File: src/rtl/sfx_pkg.sv
package sfx_pkg;

   typedef enum logic [2:0] {
      ST_IDLE  = 3'd0,
      ST_SETUP = 3'd1,
      ST_HIGH  = 3'd2,
      ST_GAP   = 3'd3,
      ST_TRAIL = 3'd4,
      ST_DLOW  = 3'd5,
      ST_LATCH = 3'd6
   } sfx_state_t;

   function automatic int unsigned sfx_max3(int unsigned a, int unsigned b, int unsigned c);
      int unsigned m;
      m = a;
      if (b > m) m = b;
      if (c > m) m = c;
      return m;
   endfunction

endpackage

File: src/rtl/sfx_phase_timer.sv
module sfx_phase_timer #(
   parameter int CNT_W = 8
) (
   input  logic             clk,
   input  logic             rst_n,
   input  logic             load,
   input  logic [CNT_W-1:0] load_val,
   output logic             expired
);

   logic [CNT_W-1:0] cnt_q;

   always_ff @(posedge clk or negedge rst_n) begin
      if (!rst_n) begin
         cnt_q <= '0;
      end else if (load) begin
         cnt_q <= load_val;
      end else if (cnt_q != '0) begin
         cnt_q <= cnt_q - 1'b1;
      end
   end

   assign expired = (cnt_q == '0);

   // a new phase may only be armed once the previous one has run out
   p_load_on_expiry_r5: assert property (@(posedge clk) disable iff (!rst_n)
      load |-> expired);

endmodule

File: src/rtl/sfx_bit_shifter.sv
module sfx_bit_shifter #(
   parameter int MAX_LEN = 19,
   parameter int LEN_W   = 5
) (
   input  logic               clk,
   input  logic               rst_n,
   input  logic               load,
   input  logic               advance,
   input  logic [MAX_LEN-1:0] word,
   input  logic [LEN_W-1:0]   len,
   output logic               load_msb,
   output logic               next_bit,
   output logic               last_bit
);

   logic [MAX_LEN-1:0] shreg_q;
   logic [MAX_LEN-1:0] shift_nx;
   logic [LEN_W-1:0]   left_q;
   logic [LEN_W-1:0]   shamt;

   // one-position left shift, built per bit
   for (genvar i = 0; i < MAX_LEN; i++) begin : g_shift
      if (i == 0) begin : g_lsb
         assign shift_nx[i] = 1'b0;
      end else begin : g_mid
         assign shift_nx[i] = shreg_q[i-1];
      end
   end

   // align bit LEN-1 of the word with the top of the register
   assign shamt    = LEN_W'(MAX_LEN) - len;
   assign load_msb = word[len - 1'b1];
   assign next_bit = shreg_q[MAX_LEN-2];
   assign last_bit = (left_q == '0);

   always_ff @(posedge clk or negedge rst_n) begin
      if (!rst_n) begin
         shreg_q <= '0;
         left_q  <= '0;
      end else if (load) begin
         shreg_q <= word << shamt;
         left_q  <= len - 1'b1;
      end else if (advance) begin
         shreg_q <= shift_nx;
         left_q  <= left_q - 1'b1;
      end
   end

   // the frame never asks for more bits than the length code allowed
   p_no_extra_bit_r3: assert property (@(posedge clk) disable iff (!rst_n)
      advance |-> (left_q != '0));

endmodule

File: src/rtl/sfx_sequencer.sv
module sfx_sequencer
   import sfx_pkg::*;
#(
   parameter int CYCLES_PER_US = 10,
   parameter int T_SETUP_US    = 2,
   parameter int T_HIGH_US     = 2,
   parameter int T_LOW_US      = 10,
   parameter int T_TRAIL_US    = 6,
   parameter int T_PRE_EN_US   = 2,
   parameter int T_EN_US       = 2,
   parameter int CNT_W         = 8
) (
   input  logic             clk,
   input  logic             rst_n,
   input  logic             start,
   input  logic             tmr_expired,
   input  logic             load_msb,
   input  logic             next_bit,
   input  logic             last_bit,
   output logic             tmr_load,
   output logic [CNT_W-1:0] tmr_val,
   output logic             sh_load,
   output logic             sh_adv,
   output logic             ser_clk,
   output logic             ser_data,
   output logic             ser_latch,
   output logic             busy,
   output logic             done
);

   localparam int SETUP_V = T_SETUP_US * CYCLES_PER_US - 1;
   localparam int HIGH_V  = T_HIGH_US * CYCLES_PER_US - 1;
   localparam int GAP_V   = (T_LOW_US - T_SETUP_US) * CYCLES_PER_US - 1;
   localparam int TRAIL_V = T_TRAIL_US * CYCLES_PER_US - 1;
   localparam int PRE_V   = T_PRE_EN_US * CYCLES_PER_US - 1;
   localparam int EN_V    = T_EN_US * CYCLES_PER_US - 1;

   sfx_state_t state_q, state_d;
   logic clk_d, data_d, latch_d, busy_d, done_d;

   always_comb begin
      state_d  = state_q;
      clk_d    = ser_clk;
      data_d   = ser_data;
      latch_d  = ser_latch;
      busy_d   = busy;
      done_d   = 1'b0;
      tmr_load = 1'b0;
      tmr_val  = '0;
      sh_load  = 1'b0;
      sh_adv   = 1'b0;
      unique case (state_q)
         ST_IDLE: begin
            if (start) begin
               sh_load  = 1'b1;
               data_d   = load_msb;
               busy_d   = 1'b1;
               tmr_load = 1'b1;
               tmr_val  = CNT_W'(SETUP_V);
               state_d  = ST_SETUP;
            end
         end
         ST_SETUP: begin
            if (tmr_expired) begin
               clk_d    = 1'b1;
               tmr_load = 1'b1;
               tmr_val  = CNT_W'(HIGH_V);
               state_d  = ST_HIGH;
            end
         end
         ST_HIGH: begin
            if (tmr_expired) begin
               clk_d    = 1'b0;
               tmr_load = 1'b1;
               if (last_bit) begin
                  tmr_val = CNT_W'(TRAIL_V);
                  state_d = ST_TRAIL;
               end else begin
                  tmr_val = CNT_W'(GAP_V);
                  state_d = ST_GAP;
               end
            end
         end
         ST_GAP: begin
            if (tmr_expired) begin
               sh_adv   = 1'b1;
               data_d   = next_bit;
               tmr_load = 1'b1;
               tmr_val  = CNT_W'(SETUP_V);
               state_d  = ST_SETUP;
            end
         end
         ST_TRAIL: begin
            if (tmr_expired) begin
               data_d   = 1'b0;
               tmr_load = 1'b1;
               tmr_val  = CNT_W'(PRE_V);
               state_d  = ST_DLOW;
            end
         end
         ST_DLOW: begin
            if (tmr_expired) begin
               latch_d  = 1'b1;
               tmr_load = 1'b1;
               tmr_val  = CNT_W'(EN_V);
               state_d  = ST_LATCH;
            end
         end
         ST_LATCH: begin
            if (tmr_expired) begin
               latch_d = 1'b0;
               done_d  = 1'b1;
               busy_d  = 1'b0;
               state_d = ST_IDLE;
            end
         end
         default: state_d = ST_IDLE;
      endcase
   end

   always_ff @(posedge clk or negedge rst_n) begin
      if (!rst_n) begin
         state_q   <= ST_IDLE;
         ser_clk   <= 1'b0;
         ser_data  <= 1'b0;
         ser_latch <= 1'b0;
         busy      <= 1'b0;
         done      <= 1'b0;
      end else begin
         state_q   <= state_d;
         ser_clk   <= clk_d;
         ser_data  <= data_d;
         ser_latch <= latch_d;
         busy      <= busy_d;
         done      <= done_d;
      end
   end

   // data must not move while the synthesizer samples it
   p_data_stable_high_r5: assert property (@(posedge clk) disable iff (!rst_n)
      ser_clk |-> $stable(ser_data));

   // the latch pulse happens only with clock and data low
   p_latch_quiet_r7: assert property (@(posedge clk) disable iff (!rst_n)
      ser_latch |-> (!ser_clk && !ser_data));

endmodule

File: src/rtl/synth_frame_tx.sv
module synth_frame_tx
   import sfx_pkg::*;
#(
   parameter int CYCLES_PER_US = 10,
   parameter int MAX_LEN       = 19,
   parameter int LEN_CODE0     = 17,
   parameter int LEN_CODE1     = 18,
   parameter int LEN_CODE2     = 19,
   parameter int LEN_CODE3     = 19,
   parameter int T_SETUP_US    = 2,
   parameter int T_HIGH_US     = 2,
   parameter int T_LOW_US      = 10,
   parameter int T_TRAIL_US    = 6,
   parameter int T_PRE_EN_US   = 2,
   parameter int T_EN_US       = 2
) (
   input  logic               clk,
   input  logic               rst_n,
   input  logic               start,
   input  logic [MAX_LEN-1:0] frame_word,
   input  logic [1:0]         len_sel,
   output logic               ser_clk,
   output logic               ser_data,
   output logic               ser_latch,
   output logic               busy,
   output logic               done
);

   localparam int LEN_W = $clog2(MAX_LEN + 1);
   localparam int MAX_US = sfx_max3(sfx_max3(T_SETUP_US, T_HIGH_US, T_LOW_US),
                                    sfx_max3(T_TRAIL_US, T_PRE_EN_US, T_EN_US), 1);
   localparam int CNT_W = $clog2(MAX_US * CYCLES_PER_US + 1);

   // elaboration-time parameter checks
   if (CYCLES_PER_US < 1) begin : g_chk_rate
      $error("CYCLES_PER_US must be at least 1");
   end
   if (MAX_LEN < 2) begin : g_chk_max
      $error("MAX_LEN must be at least 2");
   end
   if (T_LOW_US <= T_SETUP_US) begin : g_chk_low
      $error("clock low time must exceed the data setup time");
   end
   if (T_SETUP_US < 1 || T_HIGH_US < 1 || T_TRAIL_US < 1 ||
       T_PRE_EN_US < 1 || T_EN_US < 1) begin : g_chk_us
      $error("every phase must last at least one microsecond");
   end
   if (LEN_CODE0 < 1 || LEN_CODE0 > MAX_LEN || LEN_CODE1 < 1 || LEN_CODE1 > MAX_LEN ||
       LEN_CODE2 < 1 || LEN_CODE2 > MAX_LEN || LEN_CODE3 < 1 || LEN_CODE3 > MAX_LEN)
   begin : g_chk_len
      $error("frame lengths must lie between 1 and MAX_LEN");
   end

   logic [LEN_W-1:0] frame_len;
   logic             tmr_load, tmr_expired;
   logic [CNT_W-1:0] tmr_val;
   logic             sh_load, sh_adv;
   logic             load_msb, next_bit, last_bit;

   always_comb begin
      unique case (len_sel)
         2'd0:    frame_len = LEN_W'(LEN_CODE0);
         2'd1:    frame_len = LEN_W'(LEN_CODE1);
         2'd2:    frame_len = LEN_W'(LEN_CODE2);
         default: frame_len = LEN_W'(LEN_CODE3);
      endcase
   end

   sfx_phase_timer #(
      .CNT_W (CNT_W)
   ) u_timer (
      .clk      (clk),
      .rst_n    (rst_n),
      .load     (tmr_load),
      .load_val (tmr_val),
      .expired  (tmr_expired)
   );

   sfx_bit_shifter #(
      .MAX_LEN (MAX_LEN),
      .LEN_W   (LEN_W)
   ) u_shifter (
      .clk      (clk),
      .rst_n    (rst_n),
      .load     (sh_load),
      .advance  (sh_adv),
      .word     (frame_word),
      .len      (frame_len),
      .load_msb (load_msb),
      .next_bit (next_bit),
      .last_bit (last_bit)
   );

   sfx_sequencer #(
      .CYCLES_PER_US (CYCLES_PER_US),
      .T_SETUP_US    (T_SETUP_US),
      .T_HIGH_US     (T_HIGH_US),
      .T_LOW_US      (T_LOW_US),
      .T_TRAIL_US    (T_TRAIL_US),
      .T_PRE_EN_US   (T_PRE_EN_US),
      .T_EN_US       (T_EN_US),
      .CNT_W         (CNT_W)
   ) u_seq (
      .clk         (clk),
      .rst_n       (rst_n),
      .start       (start),
      .tmr_expired (tmr_expired),
      .load_msb    (load_msb),
      .next_bit    (next_bit),
      .last_bit    (last_bit),
      .tmr_load    (tmr_load),
      .tmr_val     (tmr_val),
      .sh_load     (sh_load),
      .sh_adv      (sh_adv),
      .ser_clk     (ser_clk),
      .ser_data    (ser_data),
      .ser_latch   (ser_latch),
      .busy        (busy),
      .done        (done)
   );

   // no frame reload once a frame is under way
   p_no_reload_busy_r2: assert property (@(posedge clk) disable iff (!rst_n)
      busy |-> !sh_load);

   // done lasts a single cycle
   p_done_single_r8: assert property (@(posedge clk) disable iff (!rst_n)
      done |=> !done);

   // done marks the cycle right after the latch line fell
   p_done_at_latch_fall_r8: assert property (@(posedge clk) disable iff (!rst_n)
      done |-> (!ser_latch && $past(ser_latch) && !busy));

endmodule

File: config.mk
export PLATFORM = sky130hd
export DESIGN_NAME = synth_frame_tx
export DESIGN_NICKNAME = d
export VERILOG_FILES = /design/src/rtl/sfx_pkg.sv /design/src/rtl/sfx_phase_timer.sv /design/src/rtl/sfx_bit_shifter.sv /design/src/rtl/sfx_sequencer.sv /design/src/rtl/synth_frame_tx.sv
export SDC_FILE = /design/constraint.sdc
export NUM_CORES = 1
export LEC_CHECK = 0
export BUFFER_PORTS_ARGS = -buffer_cell sky130_fd_sc_hd__buf_2
export CORE_MARGIN = 2
export CORE_UTILIZATION = 40
export DETAILED_ROUTE_END_ITERATION = 10
export PLACE_DENSITY_LB_ADDON = 0.3
export SYNTH_ARGS = -nofsm -noshare
export SYNTH_HDL_FRONTEND = slang
export SYNTH_SLANG_ARGS = --single-unit
File: constraint.sdc
create_clock -name clk -period 2.85 [get_ports clk]
set_input_delay 0.57 -clock clk [delete_from_list [all_inputs] [get_ports clk]]
set_output_delay 0.57 -clock clk [all_outputs]
set_load 0.05 [all_outputs]
Word-level counts from Yosys, hierarchy flattened
Index checks and enable logic that the tools add are counted.
{"block": "word_totals", "register_bits": 38, "inputBits": 24, "out_inout_bits": 5, "wordCells": 85}
{"block": "op_classes", "addsub": 4, "n_lt_le_gt_ge": 1, "n_eq_ne": 14, "n_shift": 1, "mux": 38, "reduce_logical": 18}
{"operator": "$mux W18", "count": 2}
{"operator": "$mux W7", "count": 4}
{"operator": "$mux W3", "count": 8}
{"operator": "$pmux W3 S7", "count": 1}
{"operator": "$pmux W7 S3", "count": 1}
{"operator": "$mux W5", "count": 4}
{"operator": "$shl A19 B5 Y18", "count": 1}
{"operator": "$ne A2 B2 Y1 const B", "count": 7}
{"operator": "$mux W1", "count": 11}
{"operator": "$reduce_bool A2 Y1", "count": 5}
{"operator": "$sub A5 B1 Y5 const B", "count": 2}
{"operator": "$eq A3 B3 Y1 const B", "count": 3}
{"operator": "$reduce_and A3 Y1", "count": 3}
{"operator": "$pmux W1 S2", "count": 4}
{"operator": "$logic_not A7 Y1", "count": 1}
{"operator": "$reduce_and A7 Y1", "count": 1}
{"operator": "$reduce_bool A7 Y1", "count": 1}
{"operator": "$sub A7 B1 Y7 const B", "count": 1}
{"operator": "$eq A3 B2 Y1 const B", "count": 2}
{"operator": "$lt A5 B6 Y1 const B", "count": 1}
{"operator": "$bmux W1 S5", "count": 1}
{"operator": "$logic_not A5 Y1", "count": 1}
{"operator": "$reduce_or A5 Y1", "count": 1}
{"operator": "$sub A5 B5 Y5 const A", "count": 1}
{"operator": "9 further kinds", "count": 9}

Depth between registers and ports, before layout
Gate-level depths: netlist of run 1.
{"block": "logic_depth", "depth_word": 7, "mapped_depth": 9, "mapped_depth_nobuf": 7}

Cells and area by module
A second synthesis of run 1 with hierarchy kept.
{"block": "unflattened", "hier_cells": 331, "area_unflattened_um2": 3268.1}
{"module": "sfx_bit_shifter", "instances": 1, "cells_each": 220, "area_each_um2": 2275.9, "seq_area_each_um2": 575.6}
{"module": "sfx_sequencer", "instances": 1, "cells_each": 64, "area_each_um2": 538.0, "seq_area_each_um2": 200.2}
{"module": "sfx_phase_timer", "instances": 1, "cells_each": 43, "area_each_um2": 434.2, "seq_area_each_um2": 175.2}
{"module": "synth_frame_tx", "instances": 1, "cells_each": 4, "area_each_um2": 20.0, "seq_area_each_um2": 0.0}

Worst setup path after synthesis of run 1
Ideal clock, no wire load.
{"block": "synth_timing", "kind": "input-to-reg", "from": "in len_sel[0]", "to": "reg u_seq.ser_data", "setup_time_ns": 0.126, "t_arrival_ns": 2.456, "required_ns": 2.724, "slack_ns": 0.268, "cell_stages": 8, "path_buffers": 2, "cell_sequence": "clkbuf_1 -> buf_2 -> nor2_1 -> ha_1 -> mux2_2 -> a211oi_1 -> nor4_1 -> o32a_1"}
{"block": "synth_between", "elab_chain_len": 7, "elab_cells_between_ends": 8, "cone_classes": "add/sub: 1; eq/ne: 1; mux: 5; reduce/logical: 1"}
{"element": "from (decl)", "line_no": "synth_frame_tx.sv:21", "rtl": "input logic [1:0] len_sel,"}
{"element": "$eq A2 B1 Y1 / $logic_not A2 Y1 (equally long branches)", "line_no": "synth_frame_tx.sv:61", "rtl": "unique case (len_sel)"}
{"element": "$pmux W2 S2 *", "line_no": "synth_frame_tx.sv:61"}
{"element": "$sub A5 B1 Y5 *", "line_no": "sfx_bit_shifter.sv:32", "rtl": "assign load_msb = word[len - 1'b1];"}
{"element": "$bmux W1 S5 *", "line_no": "sfx_bit_shifter.sv:32"}
{"element": "$mux W1 (implied by the code) *", "line_no": "sfx_bit_shifter.sv:32"}
{"element": "$mux W1 *", "line_no": "sfx_sequencer.sv:54", "rtl": "if (start) begin"}
{"element": "$pmux W1 S3 *", "line_no": "sfx_sequencer.sv:52", "rtl": "unique case (state_q)"}
{"element": "to (signal assigned)", "line_no": "sfx_sequencer.sv:132", "rtl": "ser_data <= data_d;"}
{"element": "to (decl)", "line_no": "sfx_sequencer.sv:25", "rtl": "output logic ser_data,"}
Mark *: on every way between the ends. The rest lies on a longest branch, timed or not. The select of a mux whose other input is x is not followed.
A chain may end at the register's enable or synchronous reset.

Worst setup path after layout of run 1
{"block": "layout_timing", "from": "reg u_timer.cnt_q[0]", "to": "reg u_shifter.shreg_q[10]"}
{"block": "layout_between", "elab_chain_len": 4}
{"element": "from (decl)", "line_no": "sfx_phase_timer.sv:11", "rtl": "logic [CNT_W-1:0] cnt_q;"}
{"element": "from (signal assigned)", "line_no": "sfx_phase_timer.sv:17", "rtl": "cnt_q <= load_val;"}
{"element": "from (signal assigned)", "line_no": "sfx_phase_timer.sv:19", "rtl": "cnt_q <= cnt_q - 1'b1;"}
{"element": "$logic_not A7 Y1", "line_no": "sfx_phase_timer.sv:23", "rtl": "assign expired = (cnt_q == '0);"}
{"element": "$mux W1", "line_no": "sfx_sequencer.sv:85", "rtl": "if (tmr_expired) begin"}
{"element": "$mux W1", "line_no": "sfx_sequencer.sv:52"}
{"element": "$reduce_bool A2 Y1 (no source line)"}
{"element": "to (signal assigned)", "line_no": "sfx_bit_shifter.sv:41", "rtl": "shreg_q <= word << shamt;"}
{"element": "to (signal assigned)", "line_no": "sfx_bit_shifter.sv:44", "rtl": "shreg_q <= shift_nx;"}
{"element": "to (decl)", "line_no": "sfx_bit_shifter.sv:16", "rtl": "logic [MAX_LEN-1:0] shreg_q;"}
No other way between the ends.

==> results.toml, run 1 <==
[drt]
wl_met3_um = 139
viasPerCell = 5.566
drtIter0Drc = 70
vias = 1987
routed-wl-met2_mm = 2.476
ant_nets = 0
wl_met1_mm = 2.377
drc_errors = 0
firstDrtPassIters = 4
finalWirelength_mm = 5.031
wl_per_cell_um = 14.09
top_layer = "met4"

[finish]
ff_latch_area_um2 = 950.9
stdcell_count = 357
multi_input_area_mm2 = 0.001323
drive_above_1_share_pct = 18.44
design_area_mm2 = 0.002748
area_growth_pct = 15.40
fin_nets = 309
antennaDiodeCount = 0
utilization_pct = 46.96
nFillCells = 564

[die]
start_util_pct = 40.70
io_pins = 29
dieArea_mm2 = 0.006585
die_x_um = 81.15
core-area_mm2 = 0.005851
rows = 28
die_y_um = 81.15

[sta]
worst_slew_pin_slew_ns = 0.8646
fin_crit_sh_pct = 79.36
fmax_mhz = 442.1
holdWs_ns = 0.3894
finalHoldViolations = 0
skew_ns = 0.007414
relSlewSlack_pct = 42.36
fin_ws_ns = 0.5883
drv_slew = 0
rsz0062_at_grt = "no"
fin_tns_setup_ns = 0
min_period_ns = 2.262
setup_viol = 0

[global_routing]
grt_pass1_wl_mm = 8.549
grt.total_usage_pct = 16.58
grt_pass1_vias = 1865
grt_max_degree = 39
grt.overflow.total = 0
antenna_found_initial = 0

[placement]
dp_hpwl_mm = 3.659
port_buffers = 28
placed_cells = 349
gp_congestion = 0.8021
dp_slack_ns = 0.4046
dpl_cell_area_mm2 = 0.002605

[synth]
synthArstFlopShare_pct = 100.0
synth_commonest_cells = "38 x dfrtp_1, 35 x mux2i_1, 27 x nor2_1"
synth_top_area_cell = "dfrtp_1"
synth_area_mm2 = 0.002381
synth_area_leaders = "dfrtp_1 40%, mux2i_1 15%, a211oi_1 6.0%"
synth_edf_count = 0
ys_warn_count = 0
ys_ff_latch = 38
synth-compound-area-share_pct = 18.81
yosysSeqAreaShare_pct = 39.94
synth_flop_cell = "dfrtp_1"
syn_nets = 283
synth_cells = 255
postSynthAreaPerCell_um2 = 9.337
synth_most_common_cell = "dfrtp_1"
synthMuxAreaShare_pct = 15.66
synth_simple_gate_area_share_pct = 16.40
synth_xor_area_share_pct = 2.575
synth_top_family_by_area = "compound AO/OA/AOI/OAI gates"
synthAdderAreaFrac_pct = 2.102
yosysTopAreaCellShare_pct = 39.94
yosysUniqueCellTypes = 51

[setup_path]
critical_path_class = "reg2reg"
r2r_start = "u_timer.cnt_q[0]"
end_kind = "flip-flop"
r2r_slack_ns = 0.59
path_cells = "inv_1, ha_1, and3b_1, and3_1, buf_4, mux2i_1, a21oi_1"
critPathLaunchType = "flip-flop"
cp_num_buf_inv = 2
cp.required_ns = 3.01
path_max_fanout = 10
arrival_ns = 2.42
cp_slowest_stage_delay_ns = 0.49
crit_path_top_delay_cell = "and3_1"
reg2regPathDepth = 7
crit_family = "simple AND/OR/NAND/NOR gates"
worstReg2RegEnd = "u_shifter.shreg_q[10]"

[clock_network]
holdBufCountCts = 0
cts_tree = "built"
path_clk_slew_ns = 0.08
clockBufferDepth = 2
cts-root-buf = "clkbuf_8"
cts_sinks = 38
htree_num_levels = 2
cts_resized = 0
cts_made_buffers = 5
insertion_delay_ns = 0.29
cts_setup_buffers = 0

[power_and_ir_drop]
p_per_area_mw_per_mm2 = 859.5
max-vdd-ir-drop_v = 0.0003294
cellLeakagePower_nw = 1.146
p_total_mw = 2.362

[hold_path]
hp-class = "in2async"

[outcome]
outcome = "finished, final reports clean"

[flow_run]
max_cap_violations = 0
==> placed cells by master (no fill, tap or decap), drive strengths merged, types with 3 or more instances in the layout <==
master and n:
a211oi 19, a21oi 23, and3b 3, buf 37, clkbuf 6, dfrtp 38
ha 4, inv 8, mux2i 35, nand2 13, nand3 5, nor2 27
nor3 7, o21ai 10, xnor2 4, xor2 3
==> registers in the layout, summed over array words and instances (netlist names), 3 cells and up <==
name,flops
u_shifter.left_q,5
u_timer.cnt_q,7
u_seq.state_q,3
u_shifter.shreg_q,18
==> power by group <==
part / switching [mW] / internal [mW] / total, mW
Clock: 0.193 / 0.374 / 0.567
Combinational: 0.466 / 0.388 / 0.854
Sequential: 0.178 / 0.763 / 0.941
Total: 0.838 / 1.52 / 2.36
==> layer usage <==
| layer | global-route usage (%) | vias to the layer above |
|---|---|---|
| met4 | 4.576 | 0 |
| met1 | 21.42 | 958 |
| met3 | 3.000 | 4 |
| li1 | - | 994 |
| met2 | 28.43 | 31 |
| met5 | 0 | - |
==> area by class of cell <==
type | count | share of cell area [%]
clock buffers | 6 | 3.005
flip-flops and latches | 38 | 34.61
well taps | 75 | 3.415
repair buffers | 37 | 7.559
inverters | 8 | 1.093
clock inverters | 2 | 2.186
multi-input cells | 191 | 48.13
==> logic make-up (layout without fill, tap and decap cells) <==
group | count (synthesis) | count (layout)
muxes | 37 | 37
xor gates and xnor gates | 7 | 7
AOI/OAI and AO/OA | 69 | 69
buffers and inverters | 26 | 53
DFF | 38 | 38
and+or+nand+nor | 74 | 74
adders and majority gates | 4 | 4
==> worst max-delay path by stage <==
stage                                 from                     to  cells past startpoint
after floorplan                 len_sel[0]         u_seq.ser_data                      8
after global placement          len_sel[1]         u_seq.ser_data                      8
after detailed placement        len_sel[1]         u_seq.ser_data                      8
after CTS                 u_timer.cnt_q[0]  u_shifter.shreg_q[10]                      7
after global routing      u_timer.cnt_q[0]  u_shifter.shreg_q[10]                      7
final                     u_timer.cnt_q[0]  u_shifter.shreg_q[10]                      7
==> worst register-to-register path: cells and delay by family, from the launching register on <==
family	cells	cell delay (ns)
DFF	1	0.40
adders and majority gates	1	0.24
AOI/OAI and AO/OA	1	0.08
muxes	1	0.21
and+or+nand+nor	2	0.84
buffers and inverters	2	0.39
Note: power is estimated with default switching activity, not from simulation.
==> run 2, diff against run 1 <==
clock period = 2.3 ns   (was 2.85 ns; I/O delays follow)
==> results.toml, run 2 (synthesis results as in run 1) <==
[finish]
antennaDiodeCount = 0
layout_commonest_cell = "dfrtp_1"
area_growth_pct = 16.08
drive_above_1_share_pct = 19.86
ff_latch_area_um2 = 950.9
multi_input_area_mm2 = 0.001323
fin_nets = 314
reg_top3 = "u_shifter.shreg_q (18), u_timer.cnt_q (7), u_shifter.left_q (5)"
design_area_mm2 = 0.002764
top_register = "u_shifter.shreg_q"
nFillCells = 560
final_cell_mix = "38 x dfrtp_1, 35 x mux2i_1, 28 x buf_2"
largest_reg_flops = 18

[power_and_ir_drop]
cellLeakagePower_nw = 1.162
max-vdd-ir-drop_v = 0.0005157
p_total_mw = 2.797
p_per_area_mw_per_mm2 = 1012

[setup_path]
r2r_slack_ns = 0.23
path_max_fanout = 5
end_kind = "flip-flop"
cp.required_ns = 2.46
reg2regPathDepth = 4
critical_path_class = "reg2reg"
critPathLaunchType = "flip-flop"
arrival_ns = 2.23
r2r_start = "u_timer.cnt_q[4]"
worstReg2RegEnd = "u_timer.cnt_q[4]"

[drt]
ant_nets = 0
firstDrtPassIters = 4
vias = 1979
drtIter0Drc = 67
viasPerCell = 5.467
wl_per_cell_um = 13.80
finalWirelength_mm = 4.995
drc_errors = 0

[sta]
drv_slew = 0
relSlewSlack_pct = 42.90
holdWs_ns = 0.2788
skew_ns = 0.003368
fmax_mhz = 483.4
fin_tns_setup_ns = 0
rsz0062_at_grt = "no"
worst_slew_pin_slew_ns = 0.8565
setup_viol = 0
min_period_ns = 2.069
finalHoldViolations = 0
fin_crit_sh_pct = 89.94

[die]
start_util_pct = 40.70
rows = 28
core-area_mm2 = 0.005851
die_x_um = 81.15
die_y_um = 81.15
io_pins = 29
dieArea_mm2 = 0.006585

[clock_network]
holdBufCountCts = 0
htree_num_levels = 2
clockBufferDepth = 2
cts_sinks = 38
cts_made_buffers = 5
cts_setup_buffers = 0
path_clk_slew_ns = 0.08
insertion_delay_ns = 0.29
cts_resized = 0
cts-root-buf = "clkbuf_8"
cts_tree = "built"

[global_routing]
grt.overflow.total = 0
grt.total_usage_pct = 17.32
grt_max_degree = 45
grt_pass1_vias = 1912
antenna_found_initial = 0
grt_pass1_wl_mm = 8.852

[hold_path]
hp-class = "in2async"

[placement]
port_buffers = 28
dp_hpwl_mm = 3.600
dpl_cell_area_mm2 = 0.002655
gp_congestion = 0.7911

[outcome]
outcome = "finished, final reports clean"

[flow_run]
max_cap_violations = 0
==> run 2: cell count changes in the layout (fill, tap and decap cells not counted) <==
cell       delta
buf_12        +1
buf_4         +4
bufinv_16     -1
clkbuf_8      -1
clkinv_2      +2
==> run 2: layout make-up <==
type                    count  share of cell area [%]
clock inverters             3                   1.449
repair buffers             42                   9.325
inverters                   8                   1.086
multi-input cells         191                   47.85
well taps                  75                   3.395
clock buffers               5                   2.490
flip-flops and latches     38                   34.40
==> run 2: worst max path at each step <==
stage,endpoint,slack (ns),from,cells after the start
final,u_timer.cnt_q[4],0.23,u_timer.cnt_q[4],4
after global routing,u_timer.cnt_q[4],0.14,u_timer.cnt_q[4],4
after CTS,u_timer.cnt_q[4],0.23,u_timer.cnt_q[4],4
after detailed placement,u_seq.ser_data,0.14,len_sel[1],8
after global placement,u_seq.ser_data,0.19,len_sel[1],8
after floorplan,u_seq.ser_data,0.02,len_sel[0],8
==> run 2: critical path: stages, from the launching register on <==
cell and delay [ns]:
dfrtp_1 0.44, or4_4 0.57, or2_0 0.26, or4_4 0.53
a21boi_0 0.14
==> run 2: per-layer routing <==
| layer | global-route usage (%) | up-vias | routed length (um) |
|---|---|---|---|
| met5 | 0 | - | 0 |
| met4 | 4.576 | 0 | 58 |
| met3 | 3.444 | 7 | 215 |
| met2 | 29.17 | 39 | 2409 |
| met1 | 22.73 | 924 | 2312 |
| li1 | - | 1009 | - |
==> run 2: per-stage QoR <==
stage,instances,util [%],setup slack (ns)
finish,362,47.24,0.2313
global route,362,47.24,0.1385
CTS,362,47.24,0.2321
detailed placement,354,45.38,0.1419
global placement,354,45.38,0.1928
floorplan,255,-,0.01970
==> run 2: power by group <==
group	switching, mW	internal (mW)
logic	0.576	0.497
registers	0.221	0.945
clock network	0.238	0.319
total	1.03	1.76
